<file path="src/rtl/cfdec_pkg.sv">
package cfdec_pkg;

  localparam int FIELD_W    = 8;
  localparam int HALF_W     = FIELD_W / 2;
  localparam int HALF_N     = 1 << HALF_W;
  localparam int WEIGHT     = FIELD_W / 2;
  localparam int GROUP_N    = 2 * HALF_N;
  localparam int NUM_POINTS = 70;

  typedef struct packed {
    logic checkEn;
    logic clearFlag;
  } ctrlStrobe_t;

  function automatic int popCount(input int value, input int width);
    int n;
    n = 0;
    for (int b = 0; b < width; b++) begin
      if (((value >> b) & 1) == 1) n++;
    end
    return n;
  endfunction

  function automatic int pointRank(input int value);
    int r;
    r = 0;
    for (int u = 0; u < value; u++) begin
      if (popCount(u, FIELD_W) == WEIGHT) r++;
    end
    return r;
  endfunction

  function automatic logic [HALF_N-1:0] weightMask(input int w);
    logic [HALF_N-1:0] m;
    m = '0;
    for (int p = 0; p < HALF_N; p++) begin
      if (popCount(p, HALF_W) == w) m[p] = 1'b1;
    end
    return m;
  endfunction

  function automatic logic [HALF_N-1:0] bitClearMask(input int bitIdx);
    logic [HALF_N-1:0] m;
    m = '0;
    for (int p = 0; p < HALF_N; p++) begin
      if (((p >> bitIdx) & 1) == 0) m[p] = 1'b1;
    end
    return m;
  endfunction

endpackage

</file>
<file path="src/rtl/cfdec_half_decoder.sv">
module cfdec_half_decoder #(
  parameter int HALF_W = 4,
  localparam int HALF_N = 1 << HALF_W
) (
  input  logic [HALF_W-1:0] halfIn,
  output logic [HALF_N-1:0] patHit
);

  // Pattern p is covered when every bit it sets is set in the input.
  // Only true inputs are used; no inverted copies of halfIn exist.
  for (genvar p = 0; p < HALF_N; p++) begin : g_pat
    localparam logic [HALF_W-1:0] PAT = HALF_W'(p);
    assign patHit[p] = &(halfIn | ~PAT);
  end

endmodule

</file>
<file path="src/rtl/cfdec_checker.sv">
module cfdec_checker
  import cfdec_pkg::*;
(
  input  logic [FIELD_W-1:0] codeIn,
  output logic [1:0]         rails
);

  logic [2:0] loOnes;
  logic [2:0] hiOnes;

  always_comb begin
    loOnes = '0;
    hiOnes = '0;
    for (int b = 0; b < HALF_W; b++) begin
      loOnes = loOnes + 3'(codeIn[b]);
      hiOnes = hiOnes + 3'(codeIn[HALF_W+b]);
    end
  end

  // Split the weight-four cases by parity of the low count: the two
  // rails differ only for a weight-four word, and both are low otherwise.
  always_comb begin
    rails = 2'b00;
    for (int k = 0; k <= WEIGHT; k++) begin
      if (loOnes == 3'(k) && hiOnes == 3'(WEIGHT - k)) begin
        rails[k % 2] = 1'b1;
      end
    end
  end

endmodule

</file>
<file path="src/rtl/cfdec_ctrl.sv">
module cfdec_ctrl
  import cfdec_pkg::*;
(
  input  logic        fieldValid,
  output ctrlStrobe_t strobes
);

  always_comb begin
    strobes.checkEn   = fieldValid;
    strobes.clearFlag = ~fieldValid;
  end

endmodule

</file>
<file path="src/rtl/cfdec_datapath.sv">
module cfdec_datapath
  import cfdec_pkg::*;
(
  input  logic                  clk,
  input  logic                  rstN,
  input  logic [FIELD_W-1:0]    fieldIn,
  input  ctrlStrobe_t           strobes,
  output logic [NUM_POINTS-1:0] ctrlPoint,
  output logic [GROUP_N-1:0]    groupOut,
  output logic                  errFlag
);

  logic [HALF_N-1:0]  loHit;
  logic [HALF_N-1:0]  hiHit;
  logic [HALF_N-1:0]  loPass;
  logic [HALF_N-1:0]  hiPass;
  logic [FIELD_W-1:0] compWord;
  logic [1:0]         rails;

  cfdec_half_decoder #(.HALF_W(HALF_W)) loDec_i (
    .halfIn (fieldIn[HALF_W-1:0]),
    .patHit (loHit)
  );

  cfdec_half_decoder #(.HALF_W(HALF_W)) hiDec_i (
    .halfIn (fieldIn[FIELD_W-1:HALF_W]),
    .patHit (hiHit)
  );

  assign groupOut = {hiHit, loHit};

  // One control strobe per weight-four value, ranked in ascending order.
  for (genvar v = 0; v < (1 << FIELD_W); v++) begin : g_point
    if (popCount(v, FIELD_W) == WEIGHT) begin : g_legal
      localparam int RANK = pointRank(v);
      localparam int LO   = v % HALF_N;
      localparam int HI   = v / HALF_N;
      assign ctrlPoint[RANK] = loHit[LO] & hiHit[HI];
    end
  end

  // Group-pair enable: a nibble output survives only if the other
  // nibble shows an output in the complementary weight group.
  for (genvar p = 0; p < HALF_N; p++) begin : g_mask
    localparam int PW = popCount(p, HALF_W);
    localparam logic [HALF_N-1:0] PARTNER = weightMask(WEIGHT - PW);
    assign loPass[p] = loHit[p] & (|(hiHit & PARTNER));
    assign hiPass[p] = hiHit[p] & (|(loHit & PARTNER));
  end

  // Re-encode survivors into the inverted field, 8 inputs per bit.
  for (genvar b = 0; b < HALF_W; b++) begin : g_reenc
    localparam logic [HALF_N-1:0] ZMASK = bitClearMask(b);
    assign compWord[b]        = |(loPass & ZMASK);
    assign compWord[HALF_W+b] = |(hiPass & ZMASK);
  end

  cfdec_checker chk_i (
    .codeIn (compWord),
    .rails  (rails)
  );

  always_ff @(posedge clk or negedge rstN) begin
    if (!rstN) begin
      errFlag <= 1'b0;
    end else if (strobes.clearFlag) begin
      errFlag <= 1'b0;
    end else begin
      errFlag <= strobes.checkEn & ~(rails[0] ^ rails[1]);
    end
  end

  // a legal field lights exactly one strobe
  a_r4_single_point: assert property (@(posedge clk) disable iff (!rstN)
    ($countones(fieldIn) == WEIGHT) |-> ($countones(ctrlPoint) == 1));

  // an under-weight field lights nothing
  a_r4_no_light_point: assert property (@(posedge clk) disable iff (!rstN)
    ($countones(fieldIn) < WEIGHT) |-> (ctrlPoint == '0));

  // the group-pair enable leaves one survivor per nibble
  a_r6_one_survivor: assert property (@(posedge clk) disable iff (!rstN)
    ($countones(fieldIn) == WEIGHT) |->
      ($countones(loPass) == 1 && $countones(hiPass) == 1));

  // the re-encoded word is the inverse of a legal field
  a_r6_complement: assert property (@(posedge clk) disable iff (!rstN)
    ($countones(fieldIn) == WEIGHT) |-> (compWord == ~fieldIn));

  // a qualified illegal field raises the flag one edge later
  a_r5_flag_raised: assert property (@(posedge clk) disable iff (!rstN)
    (strobes.checkEn && $countones(fieldIn) != WEIGHT) |=> errFlag);

  // a qualified legal field never raises the flag
  a_r6_legal_quiet: assert property (@(posedge clk) disable iff (!rstN)
    (strobes.checkEn && $countones(fieldIn) == WEIGHT) |=> !errFlag);

  // an idle cycle clears the flag
  a_r7_idle_quiet: assert property (@(posedge clk) disable iff (!rstN)
    !strobes.checkEn |=> !errFlag);

endmodule

</file>
<file path="src/rtl/ctrl_field_decoder.sv">
module ctrl_field_decoder
  import cfdec_pkg::*;
(
  input  logic                  clk,
  input  logic                  rstN,
  input  logic [FIELD_W-1:0]    fieldIn,
  input  logic                  fieldValid,
  output logic [NUM_POINTS-1:0] ctrlPoint,
  output logic [GROUP_N-1:0]    groupOut,
  output logic                  errFlag
);

  ctrlStrobe_t strobes;

  cfdec_ctrl ctrl_i (
    .fieldValid (fieldValid),
    .strobes    (strobes)
  );

  cfdec_datapath dp_i (
    .clk       (clk),
    .rstN      (rstN),
    .fieldIn   (fieldIn),
    .strobes   (strobes),
    .ctrlPoint (ctrlPoint),
    .groupOut  (groupOut),
    .errFlag   (errFlag)
  );

  // reset holds the flag low
  always_comb begin
    if (!rstN) begin
      a_r8_reset_low: assert (errFlag == 1'b0);
    end
  end

endmodule

</file>
<file path="config.mk">
export PLATFORM = sky130hd
export DESIGN_NAME = ctrl_field_decoder
export DESIGN_NICKNAME = d
export VERILOG_FILES = /design/src/rtl/cfdec_pkg.sv /design/src/rtl/cfdec_half_decoder.sv /design/src/rtl/cfdec_checker.sv /design/src/rtl/cfdec_ctrl.sv /design/src/rtl/cfdec_datapath.sv /design/src/rtl/ctrl_field_decoder.sv
export SDC_FILE = /design/constraint.sdc
export NUM_CORES = 1
export LEC_CHECK = 0
export ABC_AREA = 1
export CELL_PAD_IN_SITES_DETAIL_PLACEMENT = 0
export CELL_PAD_IN_SITES_GLOBAL_PLACEMENT = 1
export CORE_MARGIN = 5
export CORE_UTILIZATION = 39
export CTS_CLUSTER_DIAMETER = 120
export CTS_CLUSTER_SIZE = 12
export DETAILED_ROUTE_END_ITERATION = 12
export DONT_BUFFER_PORTS = 1
export PLACE_DENSITY = 0.92
export SYNTH_ARGS = -nofsm -noshare
export SYNTH_HDL_FRONTEND = slang
export SYNTH_SLANG_ARGS = --single-unit
</file>
<file path="constraint.sdc">
create_clock -name clk -period 2.75 [get_ports clk]
set_input_delay 0.55 -clock clk [delete_from_list [all_inputs] [get_ports clk]]
set_output_delay 0.55 -clock clk [all_outputs]
set_load 0.05 [all_outputs]
</file>
==> impl_metrics.yaml <==
outcome:
  status: "finished clean"
clock_tree:
  post-cts-setup-buffer-count: 0
  clk_pin_slew_ns: 0
finish:
  top_regs: "dp_i.errFlag: 1 flops"
  layout.nets: 373
  largest_register: "dp_i.errFlag"
  syn2layout_area_growth_pct: 78.7
  diodes: 0
  n_fill_cell: 228
  largest_reg_flops: 1
  layout-drive-gt1-share: 0.501
  utilization: 0.717
sta:
  fin_tns_setup_ns: 0
  rsz0062_at_grt: "true"
  slew_viol_final: 0
  setup-violations-final: 0
  finalWorstSetupSlack_ns: 0.0744
  clock.fmax_mhz: 374
  finalCriticalPeriod_ns: 2.68
  hold_viol_final: 0
  fin_crit_sh: 0.973
route:
  vias: 1948
  first_iter_violations: 80
  drtAntennaViolNets: 0
  route.detailed.drc: 0
  wl_per_cell_um: 13.6
  viasPerCell: 4.91
  dr.pass1.iters: 4
  finalWirelength_mm: 5.41
worst_setup_path:
  cp_cell_sequence: "nor2_4 > nor2_2 > nand3_1 > nand2_1 > nor2_2 > nand2_1 > fa_1 > ha_2 > ha_1 > inv_1 > o21ai_0 > nand3_1 > nor2_1 > nor2_1"
  critical_path_buf_inv_count: 1
  arrival_ns: 2.56
  cp-end-kind: "flip-flop"
  cpPeakStageDelay_ns: 0.50
  slowest_stage: "fa_1"
  critPathMaxFanout: 7
  path_class: "in -> reg"
  start_kind: "input pin"
  cpLargestDelayFamily: "adder cells"
  cp.depth: 14
  cp.required_ns: 2.63
logic_synthesis:
  yosysTopAreaCellShare: 0.290
  syn_area_sq_um: 1210
  netlist-cell-type-count: 23
  synth_seq_cells: 1
  ys.flop_type: "dfrtp_1"
  async_reset_ff_frac: 1.00
  synth-edff-count: 0
  yosysWarnings: 0
  syn_avg_cell_area_sq_um: 4.86
  synth.most_common_cell: "nor2_1"
  synth_common_cells: "nor2_1, nand2_1, inv_1, nand3_1, nand2_2"
  synth_area_leaders: "nor2_1, nand2_1, buf_4, nand3_1, inv_1"
  syn_inst: 250
  synth-seq-area-share: 0.0206
  yosysTopAreaCell: "nor2_1"
floorplan:
  io_pins: 114
  core_sq_um: 3030
  start_util: 0.401
  dieArea_sq_um: 4330
  rows: 20
  die_w_um: 65.8
  die_y_um: 65.8
global_route:
  grt_pass1_wl_mm: 8.14
  grt_max_degree: 8
  grt_util_all_layers: 0.230
  grt_antenna_before_repair: 0
  overflow: 0
  grt_pass1_vias: 1827
placed_design:
  port_buffers: 0
  dp_slack_ns: -0.127
  gp_congestion: 0.922
  dp_hpwl_mm: 4.33
power:
  power.density_nw_per_um2: 304
  power_leakage_nw: 1.31
  vdd_drop_max_mv: 0.142
flow_run:
  cap_violations: 0
min_path:
  holdCritPathClass: "in -> async"
final timing paths:
| check | start | to | slack (ns) |
|---|---|---|---|
| worst min-delay path | rstN | dp_i.errFlag$_DFF_PN0_ | 0.25 |
| max in group asynchronous | rstN | dp_i.errFlag$_DFF_PN0_ | 2.43 |
| worst max-delay path | fieldIn[0] | dp_i.errFlag$_DFF_PN0_ | 0.07 |
| min in group clk | fieldValid | dp_i.errFlag$_DFF_PN0_ | 0.67 |
cells in the final DEF (no fill, tap or decap):
cell type	synthesis	routed
or2_4	0	1
xor2_1	1	1
nand2_2	13	18
nor3_2	0	1
nand3_1	17	12
nor2_4	0	6
fa_1	2	2
nor2_1	94	83
o21ai_0	2	2
a21oi_1	1	1
buf_4	12	117
clkinv_2	1	2
ha_1	5	2
ha_4	0	1
inv_2	7	7
conb_1	1	2
nor2_2	6	11
xnor2_1	1	1
nand3_2	0	5
nand2_1	54	47
ha_2	0	2
nand2_4	4	6
inv_1	22	22
dfrtp_1	1	1
per-stage QoR:
stage / power (mW) / instances / area (sq um) / hold slack [ns]
5_1_grt: 0.709 / 397 / 2170 / 0.254
3_3_place_gp: 0.597 / 397 / 2060 / 0.254
3_5_place_dp: 0.610 / 397 / 2060 / 0.254
4_1_cts: 0.620 / 397 / 2080 / 0.254
2_1_floorplan: 0.480 / 251 / 1240 / 0.254
6_report: 0.660 / 397 / 2170 / 0.254
power by group:
part           internal [mW]  switching [mW]  total [mW]
logic                  0.232           0.386       0.618
clock network              0               0           0
registers             0.0203          0.0221      0.0424
total                  0.252           0.408       0.660
kinds of logic after synthesis:
logic type / Yosys count / synth area share
buf+inv: 46 / 0.194
simple gates: 190 / 0.671
fa+ha+maj: 7 / 0.0845
flops: 1 / 0.0206
xor+xnor: 2 / 0.0144
compound gates: 3 / 0.0124
other cells: 1 / 0.00309
layout make-up:
class                      instances  area, sq um  area share
multi-input combinational        204         1090       0.504
timing repair buffer             117          878       0.405
inverter                          31          119      0.0548
tap                               44         55.1      0.0254
sequential                         1         25.0      0.0115
layer usage:
metal | GRT usage | part of all wire
met3 | 0.0391 | 0.084
met4 | 0.0622 | 0.023
met1 | 0.267 | 0.37
met5 | 0 | 0
met2 | 0.427 | 0.52
what timing repair did:
action	CTS	global route
gates resized for setup	9	21
setup endpoints to repair	1	1
pin swaps	1	3
hold buffers	0	0
Note: power is estimated with default switching activity, not from simulation.
